<file path="config.mk">
export PLATFORM = sky130hd
export DESIGN_NAME = watch_unit
export DESIGN_NICKNAME = d
export VERILOG_FILES = /design/src/rtl/watch_pkg.sv /design/src/rtl/watch_cmp.sv /design/src/rtl/watch_slot.sv /design/src/rtl/watch_unit.sv
export SDC_FILE = /design/constraint.sdc
export NUM_CORES = 2
export LEC_CHECK = 0
export BUFFER_PORTS_ARGS = -buffer_cell sky130_fd_sc_hd__clkbuf_2
export CAP_MARGIN = 40
export CORE_MARGIN = 10
export CORE_UTILIZATION = 57
export DETAILED_ROUTE_END_ITERATION = 12
export PLACE_DENSITY = 0.74
export SETUP_SLACK_MARGIN = 0.2
export SLEW_MARGIN = 20
export SYNTH_ARGS = -nofsm -noshare
export SYNTH_HDL_FRONTEND = slang
export SYNTH_HIERARCHICAL = 1
export SYNTH_SLANG_ARGS = --single-unit
</file>
<file path="constraint.sdc">
create_clock -name clk -period 3.3 [get_ports clk]
set_clock_uncertainty 0.05 [all_clocks]
set_input_delay 0.165 -clock clk [delete_from_list [all_inputs] [get_ports clk]]
set_output_delay 0.165 -clock clk [all_outputs]
set_load 0.005 [all_outputs]
</file>
<file path="src/rtl/watch_pkg.sv">
package watch_pkg;

   // Global register addresses
   localparam logic [7:0] GA_MASK   = 8'h00;
   localparam logic [7:0] GA_RAW    = 8'h01;
   localparam logic [7:0] GA_MASKED = 8'h02;
   localparam logic [7:0] GA_IACK   = 8'h03;

   // Per-slot field offsets
   typedef enum logic [3:0] {
      SF_FIRST   = 4'h0,
      SF_LAST    = 4'h1,
      SF_OPS     = 4'h2,
      SF_CLIENTS = 4'h3,
      SF_ACK     = 4'h4,
      SF_CSET    = 4'h5,
      SF_CADDR   = 4'h6,
      SF_COP     = 4'h7,
      SF_CFIRST  = 4'h8,
      SF_CSIZE   = 4'h9,
      SF_LOCK    = 4'hA
   } slot_field_e;

   localparam int OP_W = 2;   // bit 0 read, bit 1 write

endpackage

</file>
<file path="src/rtl/watch_cmp.sv">
module watch_cmp #(
   parameter int ADDR_W   = 32,
   parameter int N_CLIENT = 16,
   parameter int CID_W    = 4
) (
   input  logic [ADDR_W-1:0]   first_addr,
   input  logic [ADDR_W-1:0]   last_addr,
   input  logic [1:0]          op_mask,
   input  logic [N_CLIENT-1:0] client_mask,
   input  logic                acc_valid,
   input  logic [ADDR_W-1:0]   acc_addr,
   input  logic [CID_W-1:0]    acc_client,
   input  logic                acc_write,
   output logic                hit
);
   logic in_range, op_ok, client_ok;

   always_comb begin
      in_range  = (acc_addr >= first_addr) && (acc_addr <= last_addr);
      op_ok     = acc_write ? op_mask[1] : op_mask[0];
      client_ok = 1'b0;
      for (int c = 0; c < N_CLIENT; c++)
         if (acc_client == CID_W'(c)) client_ok = client_mask[c];
      hit = acc_valid && in_range && op_ok && client_ok;
   end
endmodule

</file>
<file path="src/rtl/watch_slot.sv">
module watch_slot
   import watch_pkg::*;
#(
   parameter int ADDR_W   = 32,
   parameter int N_CLIENT = 16,
   parameter int CID_W    = 4,
   parameter int SIZE_W   = 4,
   parameter int DATA_W   = 32
) (
   input  logic                clk,
   input  logic                rst_n,
   input  logic                wr_en,
   input  logic [3:0]          wr_field,
   input  logic [DATA_W-1:0]   wdata,
   input  logic                acc_valid,
   input  logic [ADDR_W-1:0]   acc_addr,
   input  logic [CID_W-1:0]    acc_client,
   input  logic                acc_write,
   input  logic [SIZE_W-1:0]   acc_size,
   output logic                hit,
   output logic [ADDR_W-1:0]   first_q,
   output logic [ADDR_W-1:0]   last_q,
   output logic [1:0]          ops_q,
   output logic [N_CLIENT-1:0] cmask_q,
   output logic [N_CLIENT-1:0] cset_q,
   output logic [ADDR_W-1:0]   caddr_q,
   output logic [1:0]          cop_q,
   output logic [CID_W-1:0]    cfirst_q,
   output logic [SIZE_W-1:0]   csize_q,
   output logic                locked_q
);
   logic                ack_w;
   logic [N_CLIENT-1:0] client_1h;

   watch_cmp #(.ADDR_W(ADDR_W), .N_CLIENT(N_CLIENT), .CID_W(CID_W)) i_cmp (
      .first_addr (first_q),
      .last_addr  (last_q),
      .op_mask    (ops_q),
      .client_mask(cmask_q),
      .acc_valid  (acc_valid),
      .acc_addr   (acc_addr),
      .acc_client (acc_client),
      .acc_write  (acc_write),
      .hit        (hit)
   );

   assign ack_w = wr_en && (wr_field == SF_ACK);

   always_comb begin
      client_1h = '0;
      for (int c = 0; c < N_CLIENT; c++)
         if (acc_client == CID_W'(c)) client_1h[c] = 1'b1;
   end

   // Configuration registers
   always_ff @(posedge clk) begin
      if (!rst_n) begin
         first_q <= '0;
         last_q  <= '0;
         ops_q   <= '0;
         cmask_q <= '0;
      end else if (wr_en) begin
         case (wr_field)
            SF_FIRST:   first_q <= wdata[ADDR_W-1:0];
            SF_LAST:    last_q  <= wdata[ADDR_W-1:0];
            SF_OPS:     ops_q   <= wdata[1:0];
            SF_CLIENTS: cmask_q <= wdata[N_CLIENT-1:0];
            default: ;
         endcase
      end
   end

   // Snapshot of the first hit, locked until acknowledged
   always_ff @(posedge clk) begin
      if (!rst_n) begin
         locked_q <= 1'b0;
         cset_q   <= '0;
         caddr_q  <= '0;
         cop_q    <= '0;
         cfirst_q <= '0;
         csize_q  <= '0;
      end else if (hit && (!locked_q || ack_w)) begin
         locked_q <= 1'b1;
         cset_q   <= client_1h;
         caddr_q  <= acc_addr;
         cop_q    <= acc_write ? 2'b10 : 2'b01;
         cfirst_q <= acc_client;
         csize_q  <= acc_size;
      end else if (ack_w) begin
         locked_q <= 1'b0;
         cset_q   <= '0;
      end else if (hit) begin
         cset_q   <= cset_q | client_1h;
      end
   end

   p_op_gate_r3: assert property (@(posedge clk) disable iff (!rst_n)
      hit |-> (acc_write ? ops_q[1] : ops_q[0]));

   p_cap_hold_r7: assert property (@(posedge clk) disable iff (!rst_n)
      (locked_q && !ack_w) |=> ($stable(caddr_q) && $stable(cfirst_q) && $stable(csize_q)));

   p_cset_grow_r8: assert property (@(posedge clk) disable iff (!rst_n)
      (locked_q && !ack_w) |=> ((cset_q & $past(cset_q)) == $past(cset_q)));

   p_ack_unlock_r9: assert property (@(posedge clk) disable iff (!rst_n)
      (ack_w && !hit) |=> (!locked_q && cset_q == '0));
endmodule

</file>
<file path="src/rtl/watch_unit.sv">
module watch_unit
   import watch_pkg::*;
#(
   parameter int NUM_WP   = 4,
   parameter int ADDR_W   = 32,
   parameter int N_CLIENT = 16,
   parameter int SIZE_W   = 4,
   parameter int DATA_W   = 32,
   parameter bit IRQ_REG  = 1'b0,
   localparam int CID_W   = (N_CLIENT > 1) ? $clog2(N_CLIENT) : 1
) (
   input  logic              clk,
   input  logic              rst_n,
   input  logic              acc_valid,
   input  logic [ADDR_W-1:0] acc_addr,
   input  logic [CID_W-1:0]  acc_client,
   input  logic              acc_write,
   input  logic [SIZE_W-1:0] acc_size,
   input  logic              reg_wr,
   input  logic [7:0]        reg_waddr,
   input  logic [DATA_W-1:0] reg_wdata,
   input  logic [7:0]        reg_raddr,
   output logic [DATA_W-1:0] reg_rdata,
   output logic              irq
);
   initial begin
      assert (NUM_WP >= 1 && NUM_WP <= 15) else $fatal(1, "NUM_WP out of range");
      assert (DATA_W >= ADDR_W && DATA_W >= N_CLIENT && DATA_W >= NUM_WP)
         else $fatal(1, "DATA_W too narrow");
      assert (N_CLIENT >= 1) else $fatal(1, "N_CLIENT must be positive");
   end

   logic [NUM_WP-1:0]   hit, raw_q, mask_q, masked;
   logic [ADDR_W-1:0]   first_a [NUM_WP];
   logic [ADDR_W-1:0]   last_a  [NUM_WP];
   logic [1:0]          ops_a   [NUM_WP];
   logic [N_CLIENT-1:0] cmask_a [NUM_WP];
   logic [N_CLIENT-1:0] cset_a  [NUM_WP];
   logic [ADDR_W-1:0]   caddr_a [NUM_WP];
   logic [1:0]          cop_a   [NUM_WP];
   logic [CID_W-1:0]    cfirst_a[NUM_WP];
   logic [SIZE_W-1:0]   csize_a [NUM_WP];
   logic [NUM_WP-1:0]   lock_a;
   logic                iack_w;

   for (genvar n = 0; n < NUM_WP; n++) begin : g_slot
      logic slot_we;
      assign slot_we = reg_wr && (reg_waddr[7:4] == 4'(n + 1));
      watch_slot #(
         .ADDR_W(ADDR_W), .N_CLIENT(N_CLIENT), .CID_W(CID_W),
         .SIZE_W(SIZE_W), .DATA_W(DATA_W)
      ) i_slot (
         .clk(clk), .rst_n(rst_n),
         .wr_en(slot_we), .wr_field(reg_waddr[3:0]), .wdata(reg_wdata),
         .acc_valid(acc_valid), .acc_addr(acc_addr), .acc_client(acc_client),
         .acc_write(acc_write), .acc_size(acc_size),
         .hit(hit[n]),
         .first_q(first_a[n]), .last_q(last_a[n]), .ops_q(ops_a[n]),
         .cmask_q(cmask_a[n]), .cset_q(cset_a[n]), .caddr_q(caddr_a[n]),
         .cop_q(cop_a[n]), .cfirst_q(cfirst_a[n]), .csize_q(csize_a[n]),
         .locked_q(lock_a[n])
      );
   end

   assign iack_w = reg_wr && (reg_waddr == GA_IACK);

   always_ff @(posedge clk) begin
      if (!rst_n) begin
         raw_q  <= '0;
         mask_q <= '0;
      end else begin
         for (int n = 0; n < NUM_WP; n++)
            if (hit[n])                     raw_q[n] <= 1'b1;
            else if (iack_w && reg_wdata[n]) raw_q[n] <= 1'b0;
         if (reg_wr && reg_waddr == GA_MASK) mask_q <= reg_wdata[NUM_WP-1:0];
      end
   end

   assign masked = raw_q & mask_q;

   if (IRQ_REG) begin : g_irq_flop
      always_ff @(posedge clk) begin
         if (!rst_n) irq <= 1'b0;
         else        irq <= |masked;
      end
      p_irq_quiet_r6: assert property (@(posedge clk) disable iff (!rst_n)
         (mask_q == '0) |=> !irq);
   end else begin : g_irq_comb
      assign irq = |masked;
      p_irq_quiet_r6: assert property (@(posedge clk) disable iff (!rst_n)
         (mask_q == '0) |-> !irq);
   end

   // Combinational read mux
   always_comb begin
      reg_rdata = '0;
      case (reg_raddr)
         GA_MASK:   reg_rdata = DATA_W'(mask_q);
         GA_RAW:    reg_rdata = DATA_W'(raw_q);
         GA_MASKED: reg_rdata = DATA_W'(masked);
         default: begin
            for (int n = 0; n < NUM_WP; n++) begin
               if (reg_raddr[7:4] == 4'(n + 1)) begin
                  case (reg_raddr[3:0])
                     SF_FIRST:   reg_rdata = DATA_W'(first_a[n]);
                     SF_LAST:    reg_rdata = DATA_W'(last_a[n]);
                     SF_OPS:     reg_rdata = DATA_W'(ops_a[n]);
                     SF_CLIENTS: reg_rdata = DATA_W'(cmask_a[n]);
                     SF_CSET:    reg_rdata = DATA_W'(cset_a[n]);
                     SF_CADDR:   reg_rdata = DATA_W'(caddr_a[n]);
                     SF_COP:     reg_rdata = DATA_W'(cop_a[n]);
                     SF_CFIRST:  reg_rdata = DATA_W'(cfirst_a[n]);
                     SF_CSIZE:   reg_rdata = DATA_W'(csize_a[n]);
                     SF_LOCK:    reg_rdata = DATA_W'(lock_a[n]);
                     default:    reg_rdata = '0;
                  endcase
               end
            end
         end
      endcase
   end

   p_raw_set_r5: assert property (@(posedge clk) disable iff (!rst_n)
      (hit != '0) |=> ((raw_q & $past(hit)) == $past(hit)));

   p_masked_sub_r6: assert property (@(posedge clk) disable iff (!rst_n)
      ((reg_raddr == GA_MASKED) && !(reg_rdata[NUM_WP-1:0] == (raw_q & mask_q))) |-> 1'b0);
endmodule

</file>
# After elaboration in Yosys (flattened, before gate mapping)
# Cells that the tools add are included.
# totals
ff_bits	572
latchBits	0
ram_bits	0
rom_bits	0
in_bits	93
out_inout_bits	33
wordCells	295
mem_count	0
# classes
n_addsub	0
multipliers	0
div	0
order_cmp	8
eq_ne	39
n_shift	0
mux	122
bitwise	5
n_reduce_logical	76
# op_table
operator	count
one-hot mux 32 bit (10 select lines)	4
two-way mux 16 bit	12
greater-or-equal comparator 32 bit	4
<= comparator 32 bit	4
two-way mux 32 bit	4
two-way mux 1 bit	100
one-hot mux 32 bit (3 select lines)	1
OR 16 bit	4
equality test 4 bit (second input constant)	11
equality test 4 x 2 -> 1 bit (second input constant)	10
equality test 4 x 3 -> 1 bit (second input constant)	10
logical AND 1 bit	34
AND reduction 2 bit	16
equality test 4 x 1 -> 1 bit (second input constant)	5
equality test 8 x 2 -> 1 bit (second input constant)	2
logical NOT 8 bit	2
nonzero test 2 bit	8
logical NOT 4 bit	3
nonzero test 3 bit	4
equality test 8 x 1 -> 1 bit (second input constant)	1
bitwise AND 4 bit	1
logical NOT 1 bit	4
logical OR 1 bit	4
OR reduction 4 bit	1
two-way mux 2 bit	1

# Logic depth before layout (Yosys ltp)
# logic_depth
word_depth	21
depth_mapped	13
depth_no_buf	11

# Hierarchy
# The synthesis kept the hierarchy.
# modules_own_cells
mod	n_inst	cells_each	area_each_um2	seq_area_each_um2
watch_slot	4	634	5754.3	2822.7
watch_cmp at g_slot[0].i_slot.i_cmp ...	3	252	1801.7	0.0
watch_unit	1	718	4988.5	160.2
watch_cmp at g_slot[2].i_slot.i_cmp	1	250	1820.5	0.0

# Worst setup path before layout
# No wires, ideal clock.
# synth_timing
kind	register to register
from	reg g_slot[3].i_slot.last_q[13]
to	reg g_slot[3].i_slot.cset_q[0]
setup_time_ns	0.115
t_arrival_ns	3.105
required_ns	3.135
path_slack_ns	0.030
stages_incl_launch_ff	13
path_buffers	2
period_less_slack_ns	3.270
path_cell_list	dfxtp_1 > inv_1 > ha_1 > nand3_1 > or3_4 > nor4_4 > nor2b_1 > a2111oi_2 > nor2b_1 > buf_2 > clkbuf_1 > a211oi_1 > o21a_1
# synth_between
elab_chain_cells	7
word_cells_on_any_way	8
classes_between	order compare: 1; mux: 1; reduce/logical: 6
# synth_rtl
item	line	text
start: declaration	watch_slot.sv:22	output logic [ADDR_W-1:0] last_q,
start signal: assignment	watch_slot.sv:65	SF_LAST: last_q <= wdata[ADDR_W-1:0];
<= comparator 32 bit *	watch_cmp.sv:19	in_range = (acc_addr >= first_addr) && (acc_addr <= last_addr);
logical AND 1 bit *	watch_cmp.sv:19	
logical AND 1 bit * (3 in a row)	watch_cmp.sv:24	hit = acc_valid && in_range && op_ok && client_ok;
named net hit[3]	watch_unit.sv:33	logic [NUM_WP-1:0] hit, raw_q, mask_q, masked;
logical AND 1 bit	watch_slot.sv:82	end else if (hit && (!locked_q || ack_w)) begin
nonzero test 3 bit (no line) / two-way mux 16 bit (equally long branches)	n/a	
end signal: assignment	watch_slot.sv:84	cset_q <= client_1h;
end signal: assignment	watch_slot.sv:93	cset_q <= cset_q | client_1h;
end: declaration	watch_slot.sv:25	output logic [N_CLIENT-1:0] cset_q,
# The timed path passes the listed nets; every way through them passes the cells marked *.
# A chain may end at the register's enable or synchronous reset.

# Worst setup path in the final report
# layout_timing
from	reg g_slot[2].i_slot.last_q[1]
to	reg g_slot[2].i_slot.caddr_q[14]
# layout_between
elab_chain_cells	6
# layout_rtl
item	line	text
start: declaration	watch_slot.sv:22	
start signal: assignment	watch_slot.sv:65	
<= comparator 32 bit	watch_cmp.sv:19	
logical AND 1 bit	watch_cmp.sv:19	
logical AND 1 bit (3 in a row)	watch_cmp.sv:24	
named net hit[2]	watch_unit.sv:33	
logical AND 1 bit	watch_slot.sv:82	
end signal: assignment	watch_slot.sv:85	caddr_q <= acc_addr;
end: declaration	watch_slot.sv:26	output logic [ADDR_W-1:0] caddr_q,
# The timed path passes the listed nets, and every way through them passes these cells.

==> results.md <==
* Final Max Tran Viols at 0
* Final Cycle Share at 1.00
* Violated checks: setup timing
* GRT Overall Usage at 0.407
* Drt drc at 0
* Crit path top cell by count: nor3_2
* DIE AREA at 72200 µm²
* Largest stage delay on the critical path at 0.58 ns
* Initial Util at 0.573
* Largest fanout on the critical path at 8
* Number of buffer and inverter stages on the critical path at 4
* Sw Pwr at 4620 µW
* #FFs+latches synth at 572
* Io pins at 126
* Hold Crit Class: input port to register
* Vias per cell at 6.73
* EDFF count, synth at 0
* DRT Pass-1 Iters at 7
* Final wirelength at 156000 µm
* Slew of the pin with the lowest slew margin at 0.937 ns
* Most frequent cells in the layout: 744 x nand2_1, 489 x dfxtp_1, 401 x mux2i_1, 312 x inv_1, 304 x buf_4
* Detailed Place HPWL at 107000 µm
* Slowest cell on the critical path: o211ai_1
* DIE WIDTH at 269 µm
* CP Class: register to register
* Comb power frac at 0.128
* Family with the most delay on the worst path: compound AO/OA/AOI/OAI gates
* PortBufs at 125
* Asr flop ratio synth at 0
* Synthesized area at 35200 µm²
* Core Box Area at 61500 µm²
* Setup ws final at -0.00130 ns
* H-tree depth at 3
* CP Capture Type: register
* Die Ht at 269 µm
* Initial antenna violation count at 7
* Post-Synthesis Net Count at 4609
* Peak Freq at 0.303 GHz
* First-pass GRT wire length at 220000 µm
* Max rail drop VDD at 0.414 mV
* Commonest non-fill, non-tap cell in the layout: nand2_1
* Synth Area in Compound Gates at 0.205
* Synthesized area per cell at 8.27 µm²
* Routed Antenna Nets at 0
* Hold slack at 0.0360 ns
* Nets@finish at 4918
* Multiplexer share of the synthesized area at 0.124
* Main flop type after synthesis: dfxtp_1
* Register share of total power at 0.416
* Hold Vio Cnt, Final at 0
* Final setup fails at 1
* Number of CTS-inserted buffers at 67
* RSZ-0062 raised after global routing: true
* Maximum clock path buffer count at 3
* Pwr dens at 385 nW/µm²
* Cells along the critical path: inv_2 > ha_4 > nor2b_1 > o211ai_1 > a2111oi_4 > nor3_2 > nor3_2 > a211oi_2 > buf_4 > nor2b_4 > a31oi_4 > buf_12 > clkbuf_16 > mux2i_1
* Largest net degree at the start of global routing at 101
* Share of layout cells above drive strength 1 at 0.204
* Synth Warn # at 6
* Placed insts at 5182
* Status: finished, violations left
* Mapped Cells at 4260
* DR vias at 36400
* Wire length per cell at 28.9 µm
* Reg clk slew, reported paths at 0.06 ns
* Max-capacitance violation count at 0
* Minimum clock period at 3.30 ns
* Sequential share of the synthesized area at 0.325
* Switch share at 0.278
* Layout area overhead at 22.4%
* Final non-filler cell total at 5411
* Post-Synth Adder-Cell Area at 0.0909
* Drt first-iter violations at 5466
* CTS root buffer: clkbuf_16
* Placement row count at 91
* Netlist cell types at 84
* P_leak at 0.0171 µW
* Power Internal at 12000 µW
* CTS tree: done
* Largest family of logic cells by synthesized area: compound AO/OA/AOI/OAI gates
* Critical Path RT at 3.79 ns
* CP Launch Type: register
* Worst-Skew Late Latency at 0.63 ns
* Slew Limit Headroom at 0.376
* CTS Sinks at 572
* Routability cong. at 1.05
* Clock power frac at 0.456
* Simple logic cell fraction of the synthesized area at 0.175
* XOR/XNOR Fraction of Synth Area at 0
* Arrival @ worst endpoint at 3.79 ns
* Vias in the first global route at 33500
* Total gr overflow at 0
## cell families after synthesis
| kind of cell | after synthesis |
|---|---|
| muxes | 426 |
| and+or+nand+nor | 1313 |
| DFF | 572 |
| buffers and inverters | 644 |
| AOI/OAI and AO/OA | 1049 |
| adders and majority gates | 256 |
## routing by layer
layer / GRT usage / up-vias / routed length (µm)
li1: - / 15700 / -
met1: 0.517 / 17100 / 58000
met2: 0.589 / 2800 / 63700
met3: 0.126 / 766 / 21900
met4: 0.264 / 8 / 12700
met5: 0 / - / 51
## timing repair
action,CTS,global route
resized for setup,89,240
hold endpoints to repair,183,0
pin swaps,30,75
buffers inserted,25,21
hold buffers,44,0
gates cloned,5,13
endpoints found under the setup margin,232,232
## worst paths after layout
kind	endpoint	cells past startpoint	slack, ns	start
worst max-delay path	g_slot[2].i_slot/caddr_q[14]	14	-0.001	g_slot[2].i_slot/last_q[1]
worst min register to register	g_slot[1].i_slot/csize_q[2]	2	0.41	g_slot[1].i_slot/csize_q[2]
worst min-delay path	g_slot[3].i_slot/caddr_q[21]	4	0.04	acc_addr[21]
worst max register to register	g_slot[2].i_slot/caddr_q[14]	14	-0.001	g_slot[2].i_slot/last_q[1]
## through the flow
step	setup TNS, ns	power [µW]	utilization	area (µm²)	setup slack (ns)
finish	-0.00130	16600	0.701	43100	-0.00130
floorplan	0	7960	-	35300	0.207
global placement	-35.20	8870	0.621	38200	-0.313
CTS	0	16400	0.676	41600	0.164
global route	-0.0174	16900	0.701	43100	-0.00941
detailed placement	-43.67	8880	0.621	38200	-0.321
## Yosys cell counts (15+ instances only)
cell type,count,area (µm²)
o21a_1,70,526
nand4_1,43,269
a211o_1,23,201
inv_1,332,1250
o21ai_0,182,911
buf_6,37,417
o21ai_1,27,135
o211ai_1,17,128
clkbuf_1,182,683
nor2_1,118,443
a21o_1,18,135
a22oi_1,91,683
nand2_1,744,2790
nand2b_1,34,213
a221oi_1,35,307
o22ai_1,29,181
a21boi_0,132,991
a211oi_1,86,646
buf_1,15,56.3
buf_2,67,335
mux2i_1,403,4030
a21oi_1,183,916
nor2b_1,38,238
ha_1,256,3200
nand3_1,176,881
a222oi_1,20,200
dfxtp_1,572,11500
nor4_1,16,100
a22o_1,48,420
nor3_1,44,220
## power groups by stage
stage | Sequential, µW | Clock (µW) | Combinational, µW
2_1_floorplan | 7070 | 0 | 893
3_3_place_gp | 7070 | 0 | 1800
3_5_place_dp | 7070 | 0 | 1820
4_1_cts | 6910 | 7560 | 1900
5_1_grt | 6910 | 7820 | 2180
6_report | 6910 | 7570 | 2120
## sequential cells by signal (all words and copies together), names as in the netlist
| register | flops |
|---|---|
| g_slot.i_slot/caddr_q | 128 |
| g_slot.i_slot/cop_q | 8 |
| g_slot.i_slot/first_q | 128 |
| g_slot.i_slot/cset_q | 64 |
| g_slot.i_slot/cmask_q | 64 |
| mask_q | 4 |
| g_slot.i_slot/locked_q | 4 |
| g_slot.i_slot/csize_q | 16 |
| g_slot.i_slot/cfirst_q | 16 |
| g_slot.i_slot/ops_q | 8 |
| raw_q | 4 |
| g_slot.i_slot/last_q | 128 |
## worst min-delay path: cells and delay by family
| kind | cells | cell delay (ns) |
|---|---|---|
| AND/OR/NAND/NOR | 1 | 0.05 |
| buffers and inverters | 2 | 0.38 |
| multiplexers | 1 | 0.05 |
## final cells by class
class / count / area (µm²)
flip-flops and latches: 572 / 11600
diodes: 4 / 10.0
well taps: 790 / 988
inverters: 333 / 1250
clock inverters: 17 / 195
clock buffers: 100 / 1970
fillers: 4860 / 18400
repair buffers: 551 / 4890
multi-input cells: 3044 / 22300
Power figures use the tool's default switching activity.
